<file path="config.mk">
export PLATFORM = sky130hd
export DESIGN_NAME = sdram_state_tracker
export DESIGN_NICKNAME = d
export VERILOG_FILES = /design/src/rtl/sdram_trk_pkg.sv /design/src/rtl/sdram_trk_ctrl.sv /design/src/rtl/sdram_trk_dp.sv /design/src/rtl/sdram_state_tracker.sv
export SDC_FILE = /design/constraint.sdc
export NUM_CORES = 1
export LEC_CHECK = 0
export BUFFER_PORTS_ARGS = -buffer_cell sky130_fd_sc_hd__buf_4
export CORE_ASPECT_RATIO = 1.5
export CORE_UTILIZATION = 49
export DETAILED_ROUTE_END_ITERATION = 8
export PLACE_DENSITY = 0.79
export SYNTH_ARGS = -nofsm -noshare
export SYNTH_HDL_FRONTEND = slang
export SYNTH_SLANG_ARGS = --single-unit
</file>
<file path="constraint.sdc">
create_clock -name clk -period 2.3 [get_ports clk]
set_clock_uncertainty 0.15 [all_clocks]
set_input_delay 0.115 -clock clk [delete_from_list [all_inputs] [get_ports clk]]
set_output_delay 0.115 -clock clk [all_outputs]
set_load 0.01 [all_outputs]
</file>
<file path="src/rtl/sdram_trk_pkg.sv">
package sdram_trk_pkg;

  typedef enum logic [2:0] {
    MODE_IDLE    = 3'd0,
    MODE_ACTIVE  = 3'd1,
    MODE_SUSPEND = 3'd2,
    MODE_SELFREF = 3'd3,
    MODE_PWRDN   = 3'd4
  } mode_e;

  typedef enum logic [1:0] {
    ST_RUN  = 2'd0,
    ST_SUSP = 2'd1,
    ST_SREF = 2'd2,
    ST_PDN  = 2'd3
  } pstate_e;

  typedef enum logic [3:0] {
    CMD_NONE  = 4'd0,
    CMD_ACT   = 4'd1,
    CMD_READ  = 4'd2,
    CMD_WRITE = 4'd3,
    CMD_PRE   = 4'd4,
    CMD_PALL  = 4'd5,
    CMD_REF   = 4'd6,
    CMD_SELF  = 4'd7,
    CMD_MRS   = 4'd8,
    CMD_BST   = 4'd9
  } cmd_e;

  typedef struct packed {
    logic openBank;
    logic closeOne;
    logic closeAll;
    logic loadMode;
  } strobe_t;

endpackage

</file>
<file path="src/rtl/sdram_trk_ctrl.sv">
module sdram_trk_ctrl
  import sdram_trk_pkg::*;
#(
  parameter int BANK_BITS = 2,
  localparam int NUM_BANKS = 1 << BANK_BITS
) (
  input  logic                 clk,
  input  logic                 rstN,
  input  logic                 cke,
  input  logic                 csN,
  input  logic                 rasN,
  input  logic                 casN,
  input  logic                 weN,
  input  logic                 allBit,
  input  logic [BANK_BITS-1:0] bankSel,
  input  logic [NUM_BANKS-1:0] bankOpen,
  input  logic                 programmed,
  output strobe_t              strb,
  output mode_e                mode,
  output cmd_e                 cmdCode,
  output logic                 errPulse
);

  logic    ckeLast;
  pstate_e pState, pNext;
  cmd_e    decoded, cmdNext;
  logic    errNext;
  strobe_t strbC;
  logic    anyOpen, selOpen, bothHigh, falling;

  assign anyOpen  = |bankOpen;
  assign selOpen  = bankOpen[bankSel];
  assign bothHigh = ckeLast && cke;
  assign falling  = ckeLast && !cke;

  always_comb begin
    if (csN) begin
      decoded = CMD_NONE;
    end else begin
      case ({rasN, casN, weN})
        3'b011:  decoded = CMD_ACT;
        3'b101:  decoded = CMD_READ;
        3'b100:  decoded = CMD_WRITE;
        3'b010:  decoded = allBit ? CMD_PALL : CMD_PRE;
        3'b001:  decoded = CMD_REF;
        3'b000:  decoded = CMD_MRS;
        3'b110:  decoded = CMD_BST;
        default: decoded = CMD_NONE;
      endcase
    end
  end

  always_comb begin
    pNext   = pState;
    cmdNext = CMD_NONE;
    errNext = 1'b0;
    strbC   = '0;
    case (pState)
      ST_RUN: begin
        if (falling) begin
          if (anyOpen) begin
            pNext = ST_SUSP;
          end else if (decoded == CMD_REF) begin
            cmdNext = CMD_SELF;
            if (!programmed) errNext = 1'b1;
            else             pNext   = ST_SREF;
          end else if (decoded == CMD_NONE) begin
            pNext = ST_PDN;
          end
        end else if (bothHigh) begin
          cmdNext = decoded;
          case (decoded)
            CMD_ACT: begin
              if (!programmed) errNext = 1'b1;
              else             strbC.openBank = 1'b1;
            end
            CMD_READ, CMD_WRITE: errNext = !selOpen;
            CMD_PRE:  strbC.closeOne = 1'b1;
            CMD_PALL: strbC.closeAll = 1'b1;
            CMD_REF:  errNext = !programmed || anyOpen;
            CMD_MRS: begin
              if (anyOpen) errNext = 1'b1;
              else         strbC.loadMode = 1'b1;
            end
            default: ;
          endcase
        end
      end
      default: begin
        if (cke) pNext = ST_RUN;
      end
    endcase
  end

  always_ff @(posedge clk) begin
    if (!rstN) begin
      ckeLast  <= 1'b1;
      pState   <= ST_RUN;
      cmdCode  <= CMD_NONE;
      errPulse <= 1'b0;
    end else begin
      ckeLast  <= cke;
      pState   <= pNext;
      cmdCode  <= cmdNext;
      errPulse <= errNext;
    end
  end

  assign strb = strbC;

  always_comb begin
    case (pState)
      ST_SUSP: mode = MODE_SUSPEND;
      ST_SREF: mode = MODE_SELFREF;
      ST_PDN:  mode = MODE_PWRDN;
      default: mode = anyOpen ? MODE_ACTIVE : MODE_IDLE;
    endcase
  end

  // suspension holds while clock enable stays low
  p_suspend_hold_r6: assert property (@(posedge clk) disable iff (!rstN)
    (pState == ST_SUSP && !cke) |=> (pState == ST_SUSP));

  // low-power states leave when clock enable returns high
  p_lowpower_exit_r8: assert property (@(posedge clk) disable iff (!rstN)
    ((pState == ST_SREF || pState == ST_PDN) && cke) |=> (pState == ST_RUN));

  // nothing is executed outside the running state
  p_quiet_lowpower_r10: assert property (@(posedge clk) disable iff (!rstN)
    (pState != ST_RUN) |-> (strbC == '0));

  p_no_code_lowpower_r10: assert property (@(posedge clk) disable iff (!rstN)
    (pState != ST_RUN) |=> (cmdCode == CMD_NONE));

  // a bank is never opened before the mode register is loaded
  p_act_needs_prog_r11: assert property (@(posedge clk) disable iff (!rstN)
    strbC.openBank |-> programmed);

endmodule

</file>
<file path="src/rtl/sdram_trk_dp.sv">
module sdram_trk_dp
  import sdram_trk_pkg::*;
#(
  parameter int BANK_BITS = 2,
  parameter int ADDR_W    = 14,
  parameter int ROW_W     = 12,
  localparam int NUM_BANKS = 1 << BANK_BITS
) (
  input  logic                 clk,
  input  logic                 rstN,
  input  strobe_t              strb,
  input  logic [BANK_BITS-1:0] bankSel,
  input  logic [ADDR_W-1:0]    addr,
  output logic [NUM_BANKS-1:0] bankOpen,
  output logic [ROW_W-1:0]     actRow,
  output logic [ADDR_W-1:0]    modeReg,
  output logic                 programmed
);

  for (genvar gb = 0; gb < NUM_BANKS; gb++) begin : g_bank
    logic hit;
    assign hit = (bankSel == BANK_BITS'(gb));
    always_ff @(posedge clk) begin
      if (!rstN) begin
        bankOpen[gb] <= 1'b0;
      end else if (strb.closeAll || (strb.closeOne && hit)) begin
        bankOpen[gb] <= 1'b0;
      end else if (strb.openBank && hit) begin
        bankOpen[gb] <= 1'b1;
      end
    end
  end

  always_ff @(posedge clk) begin
    if (!rstN) begin
      actRow     <= '0;
      modeReg    <= '0;
      programmed <= 1'b0;
    end else begin
      if (strb.openBank) actRow <= addr[ROW_W-1:0];
      if (strb.loadMode) begin
        modeReg    <= addr;
        programmed <= 1'b1;
      end
    end
  end

  // activate opens the chosen bank and captures the row
  p_open_sel_r2: assert property (@(posedge clk) disable iff (!rstN)
    strb.openBank |=> (bankOpen[$past(bankSel)] && actRow == $past(addr[ROW_W-1:0])));

  // single precharge never opens anything and closes the chosen bank
  p_close_sel_r3: assert property (@(posedge clk) disable iff (!rstN)
    strb.closeOne |=> (!bankOpen[$past(bankSel)] && ((bankOpen & ~$past(bankOpen)) == '0)));

  // precharge-all empties the vector
  p_close_all_r4: assert property (@(posedge clk) disable iff (!rstN)
    strb.closeAll |=> (bankOpen == '0));

  // mode load takes the address bus
  p_load_mode_r5: assert property (@(posedge clk) disable iff (!rstN)
    strb.loadMode |=> (programmed && modeReg == $past(addr)));

endmodule

</file>
<file path="src/rtl/sdram_state_tracker.sv">
module sdram_state_tracker
  import sdram_trk_pkg::*;
#(
  parameter int BANK_BITS = 2,
  parameter int ADDR_W    = 14,
  parameter int ROW_W     = 12,
  parameter int ALL_BIT   = 10,
  localparam int NUM_BANKS = 1 << BANK_BITS
) (
  input  logic                 clk,
  input  logic                 rstN,
  input  logic                 cke,
  input  logic                 csN,
  input  logic                 rasN,
  input  logic                 casN,
  input  logic                 weN,
  input  logic [BANK_BITS-1:0] bankSel,
  input  logic [ADDR_W-1:0]    addr,
  output logic [2:0]           mode,
  output logic [NUM_BANKS-1:0] bankOpen,
  output logic [3:0]           cmdCode,
  output logic                 errPulse,
  output logic [ROW_W-1:0]     actRow,
  output logic [ADDR_W-1:0]    modeReg,
  output logic                 modeValid
);

  strobe_t strb;
  mode_e   modeC;
  cmd_e    cmdC;

  sdram_trk_ctrl #(.BANK_BITS(BANK_BITS)) i_ctrl (
    .clk        (clk),
    .rstN       (rstN),
    .cke        (cke),
    .csN        (csN),
    .rasN       (rasN),
    .casN       (casN),
    .weN        (weN),
    .allBit     (addr[ALL_BIT]),
    .bankSel    (bankSel),
    .bankOpen   (bankOpen),
    .programmed (modeValid),
    .strb       (strb),
    .mode       (modeC),
    .cmdCode    (cmdC),
    .errPulse   (errPulse)
  );

  sdram_trk_dp #(
    .BANK_BITS (BANK_BITS),
    .ADDR_W    (ADDR_W),
    .ROW_W     (ROW_W)
  ) i_dp (
    .clk        (clk),
    .rstN       (rstN),
    .strb       (strb),
    .bankSel    (bankSel),
    .addr       (addr),
    .bankOpen   (bankOpen),
    .actRow     (actRow),
    .modeReg    (modeReg),
    .programmed (modeValid)
  );

  assign mode    = modeC;
  assign cmdCode = cmdC;

endmodule

</file>
==> results of run 1 <==
## through the flow
stage / total power, µW / hold slack (ns) / instances
after floorplan: 792.9 / 0.06647 / 191
after global placement: 855.5 / 0.1862 / 282
after detailed placement: 858.6 / 0.1957 / 282
after CTS: 1298 / 0.006433 / 307
after global routing: 1345 / 0.03058 / 307
final: 1285 / 0.01329 / 307
## cells by family (layout without fill, tap and decap cells)
kind of cell,after synthesis,count (layout),share of synthesized area
XOR/XNOR,1,1,0.005041
buffers and inverters,19,93,0.05903
AND/OR/NAND/NOR,78,78,0.2498
AO/OA/AOI/OAI,38,38,0.1332
adder cells (fa/ha/maj),3,3,0.02160
flip-flops,39,39,0.4492
multiplexers,13,13,0.08208
## metal layers
metal	vias up	GRT usage	routed length, µm
met5	-	0	0
met4	0	0.1080	59
met3	5	0.05657	172
met2	44	0.4326	2300
met1	772	0.2320	1603
li1	816	-	-
## power groups by stage
stage	registers (µW)	logic, µW	clock network [µW]
3_3_place_gp	706	149	0
6_report	691	180	414
5_1_grt	692	195	458
2_1_floorplan	708	85.0	0
3_5_place_dp	707	152	0
4_1_cts	691	178	429
## registers in the layout (all words and copies together) (netlist names)
register	cells
i_dp.actRow	12
i_ctrl.pState	2
i_ctrl.ckeLast	1
i_ctrl.cmdCode	4
i_dp.programmed	1
i_ctrl.errPulse	1
i_dp.bankOpen	4
i_dp.modeReg	14
## layout make-up
type	instances	area share
sequential	39	0.3153
timing repair buffer	82	0.2779
clock buffer	6	0.02931
tap	42	0.02122
inverter	5	0.007580
multi-input combinational	133	0.3487
## worst reg2reg max path: cells and delay by family, from the launching register on
kind	cells	cell delay [ns]
adders and majority gates	1	0.31
DFF	1	0.34
buffers and inverters	1	0.09
and+or+nand+nor	2	0.69
AOI/OAI and AO/OA	2	0.42
## worst paths after layout
check	start	to	slack, ns	depth (start not counted)
max	i_ctrl.pState[0]	i_dp.bankOpen[1]	0.17	6
min	rasN	i_ctrl.errPulse	0.01	3
max reg2reg	i_ctrl.pState[0]	i_dp.bankOpen[1]	0.17	6
min reg2reg	i_dp.modeReg[9]	i_dp.modeReg[9]	0.30	2
## Yosys cell counts, types with 2 or more instances
library cell,instances
a211oi_1,4
a21oi_1,6
and2_1,2
buf_4,2
buf_6,3
clkbuf_1,8
dfxtp_1,39
ha_1,3
inv_1,5
mux2i_1,12
nand2_1,17
nand2b_1,3
nand3_1,16
nor2_1,9
nor2b_1,14
nor3_1,2
nor4_1,3
o21ai_0,3
o21ai_1,16
o31ai_1,2
## timing repair
action / in CTS / in global routing
hold endpoints to repair: 31 / 0
hold buffers: 19 / 0
resized for setup: 0 / 0
==> out/metrics.csv, run 1 <==
metric,value,unit
status,finished clean,
switching_share,0.2393,
clockBufferDepth,2,
setup-tns-final,0,ns
critPathBufInv,1,
wl_per_cell,13.47,µm
setup.worst_path.class,reg -> reg,
power.switching,307.5,µW
combPwrFrac,0.140,
crit_arrival,2.13,ns
ys_seq_area_frac,0.4492,
grt_overflow,0,
critPathMaxStageDelay,0.47,ns
power_density,519.1,nW/µm²
clock-sinks,39,
grt_max_degree,50,
synth_nets,217,
cpLargestDelayFamily,simple AND/OR/NAND/NOR gates,
std_cell_rows,26,
h-tree-depth,2,
synth_area,1738,µm²
crit_slowest_cell,or4_1,
cp_max_fo,8,
p_leak,0.0009979,µW
drtIter0Drc,35,
globalRouteTotalUtil,0.2285,
pwr-share-clk,0.322,
synth-edff-count,0,
report.final.slew_viol_count,0,
drc_errors,0,
coreArea,3383,µm²
synth_top_cells_by_area,"dfxtp_1 45%, mux2i_1 6.9%, nor2b_1 5.0%",
async_flop_share,0,
crit_required,2.30,ns
placed_area,2213,µm²
layout_commonest_cell,buf_4,
crit_chain,inv_1 -> ha_1 -> nand3_2 -> or4_1 -> o21ai_1 -> a211oi_1,
ioPinCount,62,
drive_above_1_share,0.2792,
via_per_inst,5.332,
hold_viol,0,
start_util,0.5137,
fin_util,0.7319,
cts_tree,yes,
dr.pass1.iters,7,
port_buffers,61,
clock.fmax,470.4,MHz
period_minus_slack,2.126,ns
root_buffer,clkbuf_8,
finalWorstSetupSlack,0.1740,ns
routed_wl,4136,µm
synth_warnings,0,
gp_congestion,0.8709,
avgSynthCellArea,9.099,µm²
synth_ff_type,dfxtp_1,
end_kind,flop,
dpl.hpwl,2726,µm
fillCellCount,279,
fp.dieH,74.94,µm
maxCapViolCount,0,
multi_input_comb_area,863.3,µm²
fin_area,2476,µm²
antenna_found_initial,0,
die_x,50.63,µm
worst_slew_pin_slew,0.4385,ns
seq_area,780.7,µm²
path_clk_slew,0.07,ns
setup_viol,0,
yosysTopAreaCell,dfxtp_1,
antenna_cells,0,
dp_slack,0.2149,ns
areaGrowthSynthToFinish,42.48,%
synth.distinct_cells,42,
p_int,977.7,µW
synth.top_cell.area_share,0.4492,
worstHoldPathType,in -> reg,
ir_drop,0.0004416,V
cts-buffers-inserted,5,
grt_setup_unrepaired,no,
dieArea,3794,µm²
synth-seq-cells,39,
postCtsSetupRepairBufs,0,
synth_cells,191,
clock_latency,0.28,ns
crit_path_start_kind,flop,
grt_pass1_wl,6479,µm
post-route-period-util,0.9243,
p_seq_frac,0.538,
maxSlewHeadroom,0.7050,
ant_nets,0,
layout_common_cells,"61 x buf_4, 39 x dfxtp_1, 19 x dlygate4sd3_1, 17 x nand2_1",
nets,292,
grt_pass1_vias,1534,
vias,1637,
No activity file was read; power rests on OpenSTA's default activity.
==> run 2: changes to the inputs <==
MAX_ROUTING_LAYER = met4   (was not set)
TNS_END_PERCENT = 30   (was not set)
==> out/metrics.csv, run 2 (same netlist as run 1, synthesis figures left out) <==
metric,value,unit,change
antenna_cells,0,,unchanged
worstHoldStart,rasN,,
nets,292,,unchanged
placed_area,2213,µm²,unchanged
layout_common_cells,"61 x buf_4, 39 x dfxtp_1, 19 x dlygate4sd3_1, 17 x nand2_1",,
grt_setup_unrepaired,no,,
crit_arrival,2.13,ns,about the same
via_per_inst,5.293,,-0.73%
dp_slack,0.2149,ns,unchanged
setup_viol,0,,unchanged
setup.worst_path.class,reg -> reg,,
worst_slew_pin_slew,0.4749,ns,+0.03639 ns
root_buffer,clkbuf_8,,
cts_resized,0,,unchanged
cts-buffers-inserted,5,,unchanged
crit_required,2.30,ns,about the same
start_util,0.5137,,unchanged
end_kind,flop,,
vias,1625,,-0.73%
dr.pass1.iters,5,,-2
coreArea,3383,µm²,unchanged
clock_latency,0.28,ns,about the same
grt_pass1_wl,6486,µm,+0.11%
globalRouteTotalUtil,0.2361,,+0.007631
cp_max_fo,8,,unchanged
reg_top3,"i_dp.modeReg: 14 flops, i_dp.actRow: 12 flops",,
drc_errors,0,,unchanged
layout_commonest_cell,buf_4,,
crit_start,i_ctrl.pState[0],,
p_int,977.7,µW,unchanged
period_minus_slack,2.124,ns,-0.001781 ns
maxCapViolCount,0,,unchanged
ir_drop,0.0004437,V,+0.46%
wl_per_cell,13.47,µm,about the same
total_power,1287,µW,+0.11%
routed_wl,4135,µm,about the same
std_cell_rows,26,,unchanged
finalWorstSetupSlack,0.1758,ns,+0.001781 ns
clock.fmax,470.8,MHz,about the same
grt_pass1_vias,1532,,-0.13%
postCtsSetupRepairBufs,0,,unchanged
p_leak,0.0009979,µW,unchanged
power.switching,308.9,µW,+0.44%
worstHoldPathType,in -> reg,,
drtIter0Drc,25,,-29%
power_density,519.6,nW/µm²,+0.11%
post-route-period-util,0.9236,,about the same
reg2reg_from,i_ctrl.pState[0],,
grt_overflow,0,,unchanged
pwr-share-clk,0.323,,about the same
maxSlewHeadroom,0.6805,,-0.02449
grt_max_degree,50,,unchanged
ant_nets,0,,unchanged
p_seq_frac,0.537,,about the same
ioPinCount,62,,unchanged
combPwrFrac,0.140,,about the same
report.final.slew_viol_count,0,,unchanged
path_clk_slew,0.07,ns,about the same
regMostFlops,i_dp.modeReg,,
crit_path_start_kind,flop,,
antenna_found_initial,0,,unchanged
port_buffers,61,,unchanged
h-tree-depth,2,,unchanged
largest_reg_flops,14,,unchanged
status,finished clean,,
clockBufferDepth,2,,unchanged
gp_congestion,0.8852,,+1.6%
fin_area,2476,µm²,unchanged
setup-tns-final,0,ns,unchanged
fp.dieH,74.94,µm,unchanged
switching_share,0.2401,,+0.0008049
drive_above_1_share,0.2792,,unchanged
cts_tree,yes,,
areaGrowthSynthToFinish,42.48,%,unchanged
clock-sinks,39,,unchanged
hold_viol,0,,unchanged
dieArea,3794,µm²,unchanged
die_x,50.63,µm,unchanged
dpl.hpwl,2726,µm,unchanged
## run 2: cell counts in the layout (fill, tap and decap cells not counted)
Identical to the previous run, type by type.
## run 2: power by group through the flow
| stage | logic (µW) | registers, µW | clock network (µW) |
|---|---|---|---|
| after floorplan | 85.0 | 708 | 0 |
| after global placement | 149 | 706 | 0 |
| after detailed placement | 152 | 707 | 0 |
| after CTS | 178 | 691 | 429 |
| after global routing | 195 | 692 | 458 |
| final | 180 | 691 | 415 |
## run 2: final cells by class
class                           count  area, µm²
Clock buffer                        6      72.57
Sequential cell                    39      780.7
Fill cell                         279      907.1
Inverter                            5      18.77
Timing Repair Buffer               82      688.2
Tap cell                           42      52.55
Multi-Input combinational cell    133      863.3
## run 2: worst paths after layout
path	endpoint	slack [ns]	cells past startpoint
min reg2reg	i_dp.modeReg[9]	0.30	2
min	i_ctrl.errPulse	0.02	3
max	i_dp.bankOpen[1]	0.18	6
max reg2reg	i_dp.bankOpen[1]	0.18	6
## run 2: critical path, cell delays in order (launching register included)
cell and delay, ns:
dfxtp_1 0.34, inv_1 0.09, ha_1 0.31, nand3_2 0.22
or4_1 0.47, o21ai_1 0.33, a211oi_1 0.09
## run 2: through the flow
| step | util | hold slack (ns) | cells |
|---|---|---|---|
| after detailed placement | 0.6542 | 0.1957 | 282 |
| after global placement | 0.6542 | 0.1862 | 282 |
| after CTS | 0.7319 | 0.006433 | 307 |
| final | 0.7319 | 0.02199 | 307 |
| after global routing | 0.7319 | 0.03059 | 307 |
| after floorplan | - | 0.06647 | 191 |
## run 2: repair_timing
item / CTS / global route
setup endpoints to repair: 0 / 0
endpoints found under the hold margin: 31 / 0
hold buffers: 19 / 0
## run 2: metal layers
metal | vias up | routed length (µm) | track usage
li1 | 816 | - | -
met1 | 762 | 1687 | 0.2383
met2 | 42 | 2247 | 0.4326
met3 | 5 | 146 | 0.04848
met4 | 0 | 55 | 0.1080
met5 | - | 0 | -
